==> src/rtl/cck_enc_pkg.sv <==
package cck_enc_pkg;
  localparam int QW     = 2;
  localparam int LANES  = 4;
  localparam int BYTE_W = QW * LANES;

  typedef logic [QW-1:0] quad_t;

  localparam quad_t HALF_TURN = quad_t'(1 << (QW - 1));
endpackage

==> src/rtl/cck_rst_sync.sv <==
module cck_rst_sync #(
  parameter int STAGES = 2
) (
  input  logic clk,
  input  logic rst_n,
  output logic rst_n_sync
);
  logic [STAGES-1:0] chain_q;

  always_ff @(posedge clk or negedge rst_n) begin
    if (!rst_n) chain_q <= '0;
    else        chain_q <= {chain_q[STAGES-2:0], 1'b1};
  end

  assign rst_n_sync = chain_q[STAGES-1];
endmodule

==> src/rtl/cck_dibit_lane.sv <==
module cck_dibit_lane
  import cck_enc_pkg::*;
#(
  parameter bit GRAY = 1'b0
) (
  input  logic  bit_early,
  input  logic  bit_late,
  output quad_t quad
);
  quad_t code;
  assign code = {bit_early, bit_late};

  generate
    if (GRAY) begin : g_gray
      quad_t bin;
      always_comb begin
        bin[QW-1] = code[QW-1];
        for (int i = QW - 2; i >= 0; i--) begin
          bin[i] = bin[i+1] ^ code[i];
        end
      end
      assign quad = bin;
    end else begin : g_bin
      assign quad = code;
    end
  endgenerate
endmodule

==> src/rtl/cck_phi1_track.sv <==
module cck_phi1_track
  import cck_enc_pkg::*;
(
  input  logic  clk,
  input  logic  rst_n,
  input  logic  load_en,
  input  logic  sop,
  input  quad_t ref_phase,
  input  quad_t step,
  output quad_t phi1
);
  quad_t phi1_q, phi1_d;
  logic  odd_next_q, odd_next_d;
  logic  odd_cur;
  quad_t base;

  always_comb begin
    odd_cur    = sop ? 1'b0 : odd_next_q;
    base       = sop ? ref_phase : phi1_q;
    phi1_d     = phi1_q;
    odd_next_d = odd_next_q;
    if (load_en) begin
      phi1_d     = base + step + (odd_cur ? HALF_TURN : quad_t'(0));
      odd_next_d = ~odd_cur;
    end
  end

  always_ff @(posedge clk or negedge rst_n) begin
    if (!rst_n) begin
      phi1_q     <= '0;
      odd_next_q <= 1'b0;
    end else begin
      phi1_q     <= phi1_d;
      odd_next_q <= odd_next_d;
    end
  end

  assign phi1 = phi1_q;
endmodule

==> src/rtl/cck_phase_enc.sv <==
module cck_phase_enc
  import cck_enc_pkg::*;
#(
  parameter int SYNC_STAGES = 2
) (
  input  logic              clk,
  input  logic              rst_n,
  input  logic              in_valid,
  output logic              in_ready,
  input  logic [BYTE_W-1:0] in_data,
  input  logic              in_sop,
  input  logic [QW-1:0]     ref_phase,
  output logic              out_valid,
  input  logic              out_ready,
  output logic [QW-1:0]     out_phi1,
  output logic [QW-1:0]     out_phi2,
  output logic [QW-1:0]     out_phi3,
  output logic [QW-1:0]     out_phi4
);
  logic  rst_n_s;
  logic  accept;
  logic  valid_q, valid_d;
  quad_t lane_quad [LANES];
  quad_t data_q [LANES-1];
  quad_t data_d [LANES-1];

  cck_rst_sync #(.STAGES(SYNC_STAGES)) u_rst_sync (
    .clk        (clk),
    .rst_n      (rst_n),
    .rst_n_sync (rst_n_s)
  );

  assign in_ready = rst_n_s && (!valid_q || out_ready);
  assign accept   = in_valid && in_ready;

  generate
    for (genvar g = 0; g < LANES; g++) begin : g_lane
      cck_dibit_lane #(.GRAY(g == 0)) u_lane (
        .bit_early (in_data[2*g]),
        .bit_late  (in_data[2*g+1]),
        .quad      (lane_quad[g])
      );
    end
  endgenerate

  cck_phi1_track u_phi1 (
    .clk       (clk),
    .rst_n     (rst_n_s),
    .load_en   (accept),
    .sop       (in_sop),
    .ref_phase (ref_phase),
    .step      (lane_quad[0]),
    .phi1      (out_phi1)
  );

  always_comb begin
    valid_d = valid_q;
    if (accept)         valid_d = 1'b1;
    else if (out_ready) valid_d = 1'b0;
    for (int k = 0; k < LANES - 1; k++) begin
      data_d[k] = accept ? lane_quad[k+1] : data_q[k];
    end
  end

  always_ff @(posedge clk or negedge rst_n_s) begin
    if (!rst_n_s) begin
      valid_q <= 1'b0;
      for (int k = 0; k < LANES - 1; k++) data_q[k] <= '0;
    end else begin
      valid_q <= valid_d;
      for (int k = 0; k < LANES - 1; k++) data_q[k] <= data_d[k];
    end
  end

  assign out_valid = valid_q;
  assign out_phi2  = data_q[0];
  assign out_phi3  = data_q[1];
  assign out_phi4  = data_q[2];
endmodule

==> config.mk <==
export PLATFORM = sky130hd
export DESIGN_NAME = cck_phase_enc
export DESIGN_NICKNAME = d
export VERILOG_FILES = /design/src/rtl/cck_enc_pkg.sv /design/src/rtl/cck_rst_sync.sv /design/src/rtl/cck_dibit_lane.sv /design/src/rtl/cck_phi1_track.sv /design/src/rtl/cck_phase_enc.sv
export SDC_FILE = /design/constraint.sdc
export NUM_CORES = 1
export LEC_CHECK = 0
export BUFFER_PORTS_ARGS = -buffer_cell sky130_fd_sc_hd__buf_2
export CORE_MARGIN = 2
export CORE_UTILIZATION = 46
export DETAILED_ROUTE_END_ITERATION = 7
export PLACE_DENSITY = 0.76
export SYNTH_ARGS = -nofsm -noshare
export SYNTH_HDL_FRONTEND = slang
export SYNTH_HIERARCHICAL = 1
export SYNTH_SLANG_ARGS = --single-unit
==> constraint.sdc <==
create_clock -name clk -period 1.4 [get_ports clk]
set_clock_uncertainty 0.2 [all_clocks]
set_input_delay 0.21 -clock clk [delete_from_list [all_inputs] [get_ports clk]]
set_output_delay 0.21 -clock clk [all_outputs]
set_load 0.005 [all_outputs]
# Word level (Yosys, flattened, before mapping)
# Cells that the tools add are included.
[word_totals]
elab_cells = 21
output_inout_bits = 10
mem_count = 0
in_bits = 15
latch_bits = 0
ff_bits = 12
ram_bits = 0
rom_bits = 0
[op_classes]
n_lt_le_gt_ge = 0
add_sub_neg = 2
bitwise_logic = 2
mux = 5
reduce_logical = 5
shifts = 0
div = 0
eq_ne = 0
multipliers = 0
[ops]
columns = ["op", "count"]
rows = [
  ["$add A2 B2 Y2", 2],
  ["$mux W2", 2],
  ["$mux W1", 3],
  ["$logic_and A1 B1 Y1", 2],
  ["$reduce_bool A2 Y1", 1],
  ["$logic_not A1 Y1", 1],
  ["$logic_or A1 B1 Y1", 1],
  ["$not A1 Y1", 1],
  ["$xor A1 B1 Y1", 1],
]

# Logic depth before layout (Yosys ltp)
# Gate-level depths: netlist (run 1).
[depth]
depth_word = 5
depth_mapped = 6
ltp_nobuf = 5

# By module
# Netlist (run 1), hierarchy kept.
[modules_own_cells]
columns = ["mod", "instances", "cells_each", "area_per_inst_um2", "seq_area_each_um2"]
rows = [
  ["cck_phase_enc", 1, 19, 326.6, 175.2],
  ["cck_phi1_track", 1, 18, 206.4, 75.1],
  ["cck_rst_sync", 1, 3, 53.8, 50.0],
  ["cck_dibit_lane (g_lane[1].u_lane ...)", 3, 2, 15.0, 0.0],
  ["cck_dibit_lane (g_lane[0].u_lane)", 1, 2, 16.3, 0.0],
]

# Worst setup path after synthesis (run 1)
# No wires, ideal clock.
[synth_timing]
kind = "reg2reg"
startpoint = "reg u_phi1.phi1_q[0] (netlist: u_phi1/phi1[0])"
endpoint = "reg u_phi1.phi1_q[1] (netlist: u_phi1/phi1[1])"
n_path_buf = 0
arrival_time_ps = 1345
slack_ps = -283
period_less_slack_ps = 1683
setup_time_ps = 138
stages_incl_launch_ff = 6
cell_sequence = "dfrtp_1 > mux2_1 > ha_1 > xnor3_1 > mux2i_1 > o221ai_1"
[synth_between]
elab_chain_len = 3
[synth_rtl]
columns = ["item", "line", "text"]
rows = [
  ["start: declaration", "cck_phi1_track.sv:12", "quad_t phi1_q, phi1_d;"],
  ["start signal: assignment", "cck_phi1_track.sv:33", "phi1_q <= phi1_d;"],
  ["$mux W2", "cck_phi1_track.sv:19", "base = sop ? ref_phase : phi1_q;"],
  ["$add A2 B2 Y2 (2 in a row)", "cck_phi1_track.sv:23", "phi1_d = base + step + (odd_cur ? HALF_TURN : quad_t'(0));"],
]
# Every way passes these cells.
# A chain may end at the register's enable or synchronous reset.

# Worst setup path after layout (run 1)
# Same ends and word-level chain as after synthesis.

==> results of run 1 <==
-- how the worst max path moves through the flow --
stage / end / slack, ns / cells after the start
6_report: u_phi1/phi1[1] / -0.29 / 5
4_1_cts: u_phi1/phi1[1] / -0.29 / 5
3_5_place_dp: u_phi1/phi1[1] / -0.27 / 5
3_3_place_gp: u_phi1/phi1[1] / -0.22 / 5
5_1_grt: u_phi1/phi1[1] / -0.38 / 5
2_1_floorplan: u_phi1/phi1[1] / -0.23 / 5
-- timing repair --
item | in CTS | in global routing
hold endpoints to repair | 9 | 0
pin swaps | 1 | 0
hold buffers | 7 | 0
setup buffers | 1 | 0
resized for setup | 7 | 0
setup endpoints to repair | 9 | 9
-- cell families (layout without fill, tap and decap cells) --
family                     Yosys count  after routing  synth area share, %
other                                1              1               0.5786
adders and majority gates            1              1                1.930
xor gates and xnor gates             4              4                7.529
muxes                                9              9                18.92
and+or+nand+nor                     10             10                12.16
AOI/OAI and AO/OA                    2              2                2.123
buffers and inverters                9             45                10.42
DFF                                 12             12                46.33
-- per-stage QoR --
| step | cells | utilization [%] | hold WS, ns | cell area, um2 | setup TNS, ns |
|---|---|---|---|---|---|
| after floorplan | 48 | - | -0.2856 | 665.6 | -0.4855 |
| after global placement | 87 | 61.54 | -0.2027 | 800.8 | -0.2623 |
| after detailed placement | 87 | 61.54 | -0.2000 | 800.8 | -0.4446 |
| after CTS | 99 | 72.31 | -0.02654 | 940.9 | -0.5102 |
| after global routing | 99 | 72.31 | 0.01138 | 940.9 | -0.9112 |
| final | 99 | 72.31 | -0.01954 | 940.9 | -0.4765 |
-- cell type report --
class	instances	area share (%)
Sequential cell	12	32.05
Multi-Input combinational cell	27	32.05
Timing Repair Buffer	40	29.65
Tap cell	15	1.995
Clock buffer	4	3.856
Inverter	1	0.3989
-- layout by cell type (no fill, tap or decap) --
cell type      instances
buf_2                 23
dfrtp_1               11
mux2_4                 8
dlygate4sd3_1          7
buf_4                  6
clkbuf_4               3
buf_6                  3
nand2_1                2
xor2_1                 2
nand2b_4               1
and2_4                 1
nand2_4                1
nor2b_4                1
clkbuf_8               1
buf_8                  1
inv_1                  1
xnor2_1                1
nor3b_1                1
and2b_1                1
xnor3_1                1
mux2i_1                1
o221ai_1               1
nor2b_1                1
nor2_1                 1
a21oi_1                1
ha_4                   1
conb_1                 1
dfrtp_2                1
-- sequential cells by signal (all words and copies together) (netlist names) --
| register | count |
|---|---|
| out_phi2 | 2 |
| out_phi3 | 2 |
| out_phi4 | 2 |
| out_valid | 1 |
| u_phi1/odd_next_q | 1 |
| u_phi1/phi1 | 2 |
| u_rst_sync/chain_q | 2 |
-- per-layer routing --
layer | vias to the layer above | share of wire, % | global-route usage, %
li1 | 223 | - | -
met1 | 238 | 37 | 20.90
met2 | 19 | 59 | 35.63
met3 | 2 | 3.6 | 3.913
met4 | 0 | 0.79 | 5.806
met5 | - | 0 | 0
-- power by group --
group          total (mW)  internal [mW]  leakage (nW)  switching (mW)
clock network       0.278          0.158        0.0210           0.121
registers           0.469          0.419         0.138          0.0507
logic               0.405          0.266         0.331           0.139
-- worst max-delay path: stages (launching register included) --
cell,delay [ns]
dfrtp_1,0.39
mux2_4,0.28
ha_4,0.16
xnor3_1,0.21
mux2i_1,0.19
o221ai_1,0.13
==> metrics.txt, run 1 <==
drt wl/cell=about 14 um; Post-synth top cells=12 x dfrtp_1, 7 x buf_4, 6 x mux2_4; Reg2Reg Setup Slack=-0.29 ns; crit path launch=u_phi1/phi1[0]; Via density=approximately 4.9; final net count=101; post-synthesis cell type count=23; Gate Count Post-Synth=48; R2R cell count=5; count leader, synth=dfrtp_1; share of layout cells above drive strength 1=between 60% and 70%; number of clock buffers inserted by TritonCTS=3; Root Driver=clkbuf_4; vias=482; DRT Pass-1 Iters=4; final worst slack=-0.2931 ns; Slew Limit Fails=0; core area=approximately 1300 um2; largest cells by area after synthesis=dfrtp_1 46%, mux2_4 14%, buf_4 8.1%; hold-critical path depth=3; largest net degree at the start of global routing=11; Final period util=120.9%; IO Pins=25; grt ovf=0; GRT Overall Usage=18.92%; number of cell rows=13; Critical Path End Type=flop; CP Class=flop to flop; Avg Cell Area, Syn=~14 um2; R2R Path Start=u_phi1/phi1[0]; Ant. Diodes=0; Die W=between 40 and 50 um; Bufs on Longest Clock Path=2; syn nets=64; violated checks=hold timing, setup timing; clock-pin slew on the worst setup and hold paths=~0.08 ns; Fillers=97; EDFF count, synth=0; Max Cap Violations=0; fmax=slightly below 600 MHz; Final min period=1.693 ns; Power Density=approximately 1200 nW/um2; CP arrival=roughly 1.6 ns; Total Die Area=1725 um2; hold path start=in_valid; Die Y=~42 um; gpl congestion=approximately 0.73; final hold violations=1; Final ANT Viol Nets=0; Async S/R FF share, synth=100.0%; Port Buffer Count=24; sequential cell area=301.5 um2; Seq/Total Area, Yosys=46.33%; Worst Path Required=1.34 ns; Ys Warns=6; Synth top area share=a little under half; Hold Path Class=input pin to flop; Starting Density=between 40% and 50%; Most used DFF post-synth=dfrtp_1; crit start category=flop; area of the multi-input gates=301.5 um2; area grow syn2layout=45.17%; initial drt markers=7; # clock sinks=12; #FFs+latches synth=12; highest ir drop seen on vdd=~0.94 mV; setup repair after global routing missed its margin=true; Worst Hold Path EP=out_valid; # H-tree levels=1; dominant cell type by area after synthesis=dfrtp_1; wire length of the first global-routing pass=2442 um; vias in the first global route=555; Post-Route WL=1389 um; Synth Cell Area=~650 um2; Final Setup Violations=9; Pleak=around 0.5 nW; Hold WS=-0.01954 ns; drt drc=0; dpl ws=-0.2744 ns; CTS tree=built; latest clock arrival within the worst-skew pair=between 0.2 and 0.3 ns; total chip power=between 1 and 1.5 mW; initial antenna violation count=0; RR Endpoint=u_phi1/phi1[1]; CP max FO=2; status=complete, but fails checks
No activity file was read; power rests on OpenSTA's default activity.
==> run 2, diff against run 1 <==
--- a/config.mk
+++ b/config.mk
@@ -5,11 +5,11 @@
 export SDC_FILE = /design/constraint.sdc
 export NUM_CORES = 1
 export LEC_CHECK = 0
-export BUFFER_PORTS_ARGS = -buffer_cell sky130_fd_sc_hd__buf_2
-export CORE_MARGIN = 2
-export CORE_UTILIZATION = 46
+export CORE_AREA = 2 2 39 41
 export DETAILED_ROUTE_END_ITERATION = 7
-export PLACE_DENSITY = 0.76
+export DIE_AREA = 0 0 41 43
+export DONT_BUFFER_PORTS = 1
+export REMOVE_ABC_BUFFERS = 1
 export SYNTH_ARGS = -nofsm -noshare
 export SYNTH_HDL_FRONTEND = slang
 export SYNTH_HIERARCHICAL = 1
==> run 2 against run 1 <==
Power is 6.4% lower. Clock-buffer cell count is the same. Sequential power increased by 3%. The run still ends with hold timing, setup timing left. Critical path depth is the same. Worst hold slack got worse by 0.10 ns. Critical path type unchanged. Fmax down 0.94%. Non-clock buffer count is 19 lower. Clock power shrank 3%. Combinational power decreased by 19%.
==> metrics.txt, run 2 (synthesized netlist as in run 1, its figures left out) <==
Port Buffer Count=0 (-100%); final core utilization=63.47% (-8.8 points); number of cell rows=14 (+1); placed cell count=62 (-29%); Slew Limit Fails=0 (unchanged); Ant. Diodes=0 (unchanged); RR Endpoint=u_phi1/phi1[1]; Post-Route WL=1356 um (-2.4%); commonest non-fill, non-tap cells in the layout=11 x dfrtp_1, 10 x dlygate4sd3_1, 8 x mux2_4; final hold violations=1 (unchanged); Worst Hold Path EP=out_valid; wire length of the first global-routing pass=2159 um (-12%); # H-tree levels=1 (unchanged); Reg2Reg Setup Slack=-0.31 ns (-0.02 ns); hold path start=in_valid; # clock sinks=12 (unchanged); violated checks=hold timing, setup timing; Root Driver=clkbuf_4; Via density=4.988 (+2.4%); Crit-path slowest cell=dfrtp_1; Final ANT Viol Nets=0 (unchanged); GRT Overall Usage=19.06% (+0.15 points); Power Density=1229 nW/um2 (+0.30%); share of layout cells above drive strength 1=44.62% (-16 points); IO Pins=25 (unchanged); cts hold-fix bufs=10 (+3); R2R cell count=5 (unchanged); Max Cap Violations=0 (unchanged); Pleak=0.4211 nW (-14%); setup repair after global routing missed its margin=true; hold-critical path depth=2 (-1); area grow syn2layout=35.52%; DRT Pass-1 Iters=1 (-3); crit path cell chain=mux2_4, ha_4, xnor3_1, mux2i_1, o221ai_1; initial drt markers=0 (-7); fmax=585.1 MHz (-0.94%); R2R Path Start=u_phi1/phi1[0]; initial antenna violation count=0 (unchanged); number of clock buffers inserted by TritonCTS=3 (unchanged); placed cell area=661.9 um2 (-17%); Final min period=1.709 ns (+0.01599 ns); latest clock arrival within the worst-skew pair=0.27 ns (about the same); drt drc=0 (unchanged); Hold Path Class=input pin to flop; grt ovf=0 (unchanged); clock-pin slew on the worst setup and hold paths=0.07 ns (about the same); Worst Path Required=1.33 ns (about the same); CP max FO=2 (unchanged); Sum Neg Setup Slack=-0.4992 ns (-0.02262 ns); fin area=878.3 um2 (-6.6%); gpl congestion=0.5594 (-23%); vias in the first global route=512 (-7.7%); largest net degree at the start of global routing=8 (-3); CP arrival=1.64 ns (about the same); final worst slack=-0.3091 ns (-0.01599 ns); core area=1384 um2 (+6.3%); DP Wirelength=860.9 um; highest ir drop seen on vdd=0.7287 mV (-22%); drt wl/cell=16.74 um (+19%); Starting Density=46.84% (-3.0 points); Hold WS=-0.1225 ns (-0.1030 ns); status=complete, but fails checks; Total Die Area=1763 um2 (+2.2%); Die W=41 um (-1.3%); CTS tree=built; vias=404 (-16%); Final period util=122.1% (+1.1 points); fin cells=81 (-18%); CP max stage delay=0.38 ns (about the same); Final Setup Violations=8 (-1); Bufs on Longest Clock Path=2 (unchanged); CP Class=flop to flop; final net count=82 (-19%); crit start category=flop; commonest non-fill, non-tap cell in the layout=dfrtp_1; Die Y=43 um (+3.5%); dpl ws=-0.3709 ns (-0.09647 ns); Critical Path End Type=flop; total chip power=1.080 mW (-6.4%)
## run 2: changes by cell type in the layout (fill, tap and decap cells not counted)
cell           previous run  this run
dlygate4sd3_1             7        10
buf_8                     1         0
buf_4                     6         7
buf_6                     3         2
buf_2                    23         0
buf_12                    0         2
## run 2: critical path, delay by kind of cell (launching register included)
| family | cells | cell delay, ns |
|---|---|---|
| xor gates and xnor gates | 1 | 0.21 |
| adders and majority gates | 1 | 0.17 |
| AOI/OAI and AO/OA | 1 | 0.13 |
| DFF | 1 | 0.38 |
| muxes | 2 | 0.48 |
## run 2: worst max-delay path by stage
stage	from	end	slack, ns	depth (start not counted)
4_1_cts	u_phi1/phi1[0]	u_phi1/phi1[1]	-0.31	5
5_1_grt	u_phi1/phi1[0]	u_phi1/phi1[1]	-0.39	5
6_report	u_phi1/phi1[0]	u_phi1/phi1[1]	-0.31	5
2_1_floorplan	u_phi1/phi1[0]	u_phi1/phi1[1]	-0.28	5
3_3_place_gp	u_phi1/phi1[0]	u_phi1/phi1[1]	-0.27	5
3_5_place_dp	u_phi1/phi1[0]	u_phi1/phi1[1]	-0.37	5
## run 2: repair_timing
action | in CTS | in global routing
setup buffers | 4 | 2
setup endpoints to repair | 9 | 10
endpoints found under the hold margin | 11 | 1
gates cloned | 1 | 0
pin swaps | 2 | 0
resized for setup | 9 | 1
## run 2: cell type report
class                      count  area, um2
fill                         111      505.5
sequential                    12      301.5
multi-input combinational     27      301.5
timing repair buffer          21      215.2
clock buffer                   4      36.28
tap                           16      20.02
inverter                       1      3.754
## run 2: power by group
group          internal, mW  switching, mW
clock network         0.158          0.112
logic                 0.222          0.107
registers             0.419         0.0622
## run 2: layer usage
metal / global-route usage, % / wire length (um) / vias to the layer above
li1: - / - / 187
met1: 18.24 / 448 / 200
met2: 35.63 / 819 / 15
met3: 3.665 / 82 / 2
met4: 8.000 / 5 / 0
met5: 0 / 0 / -
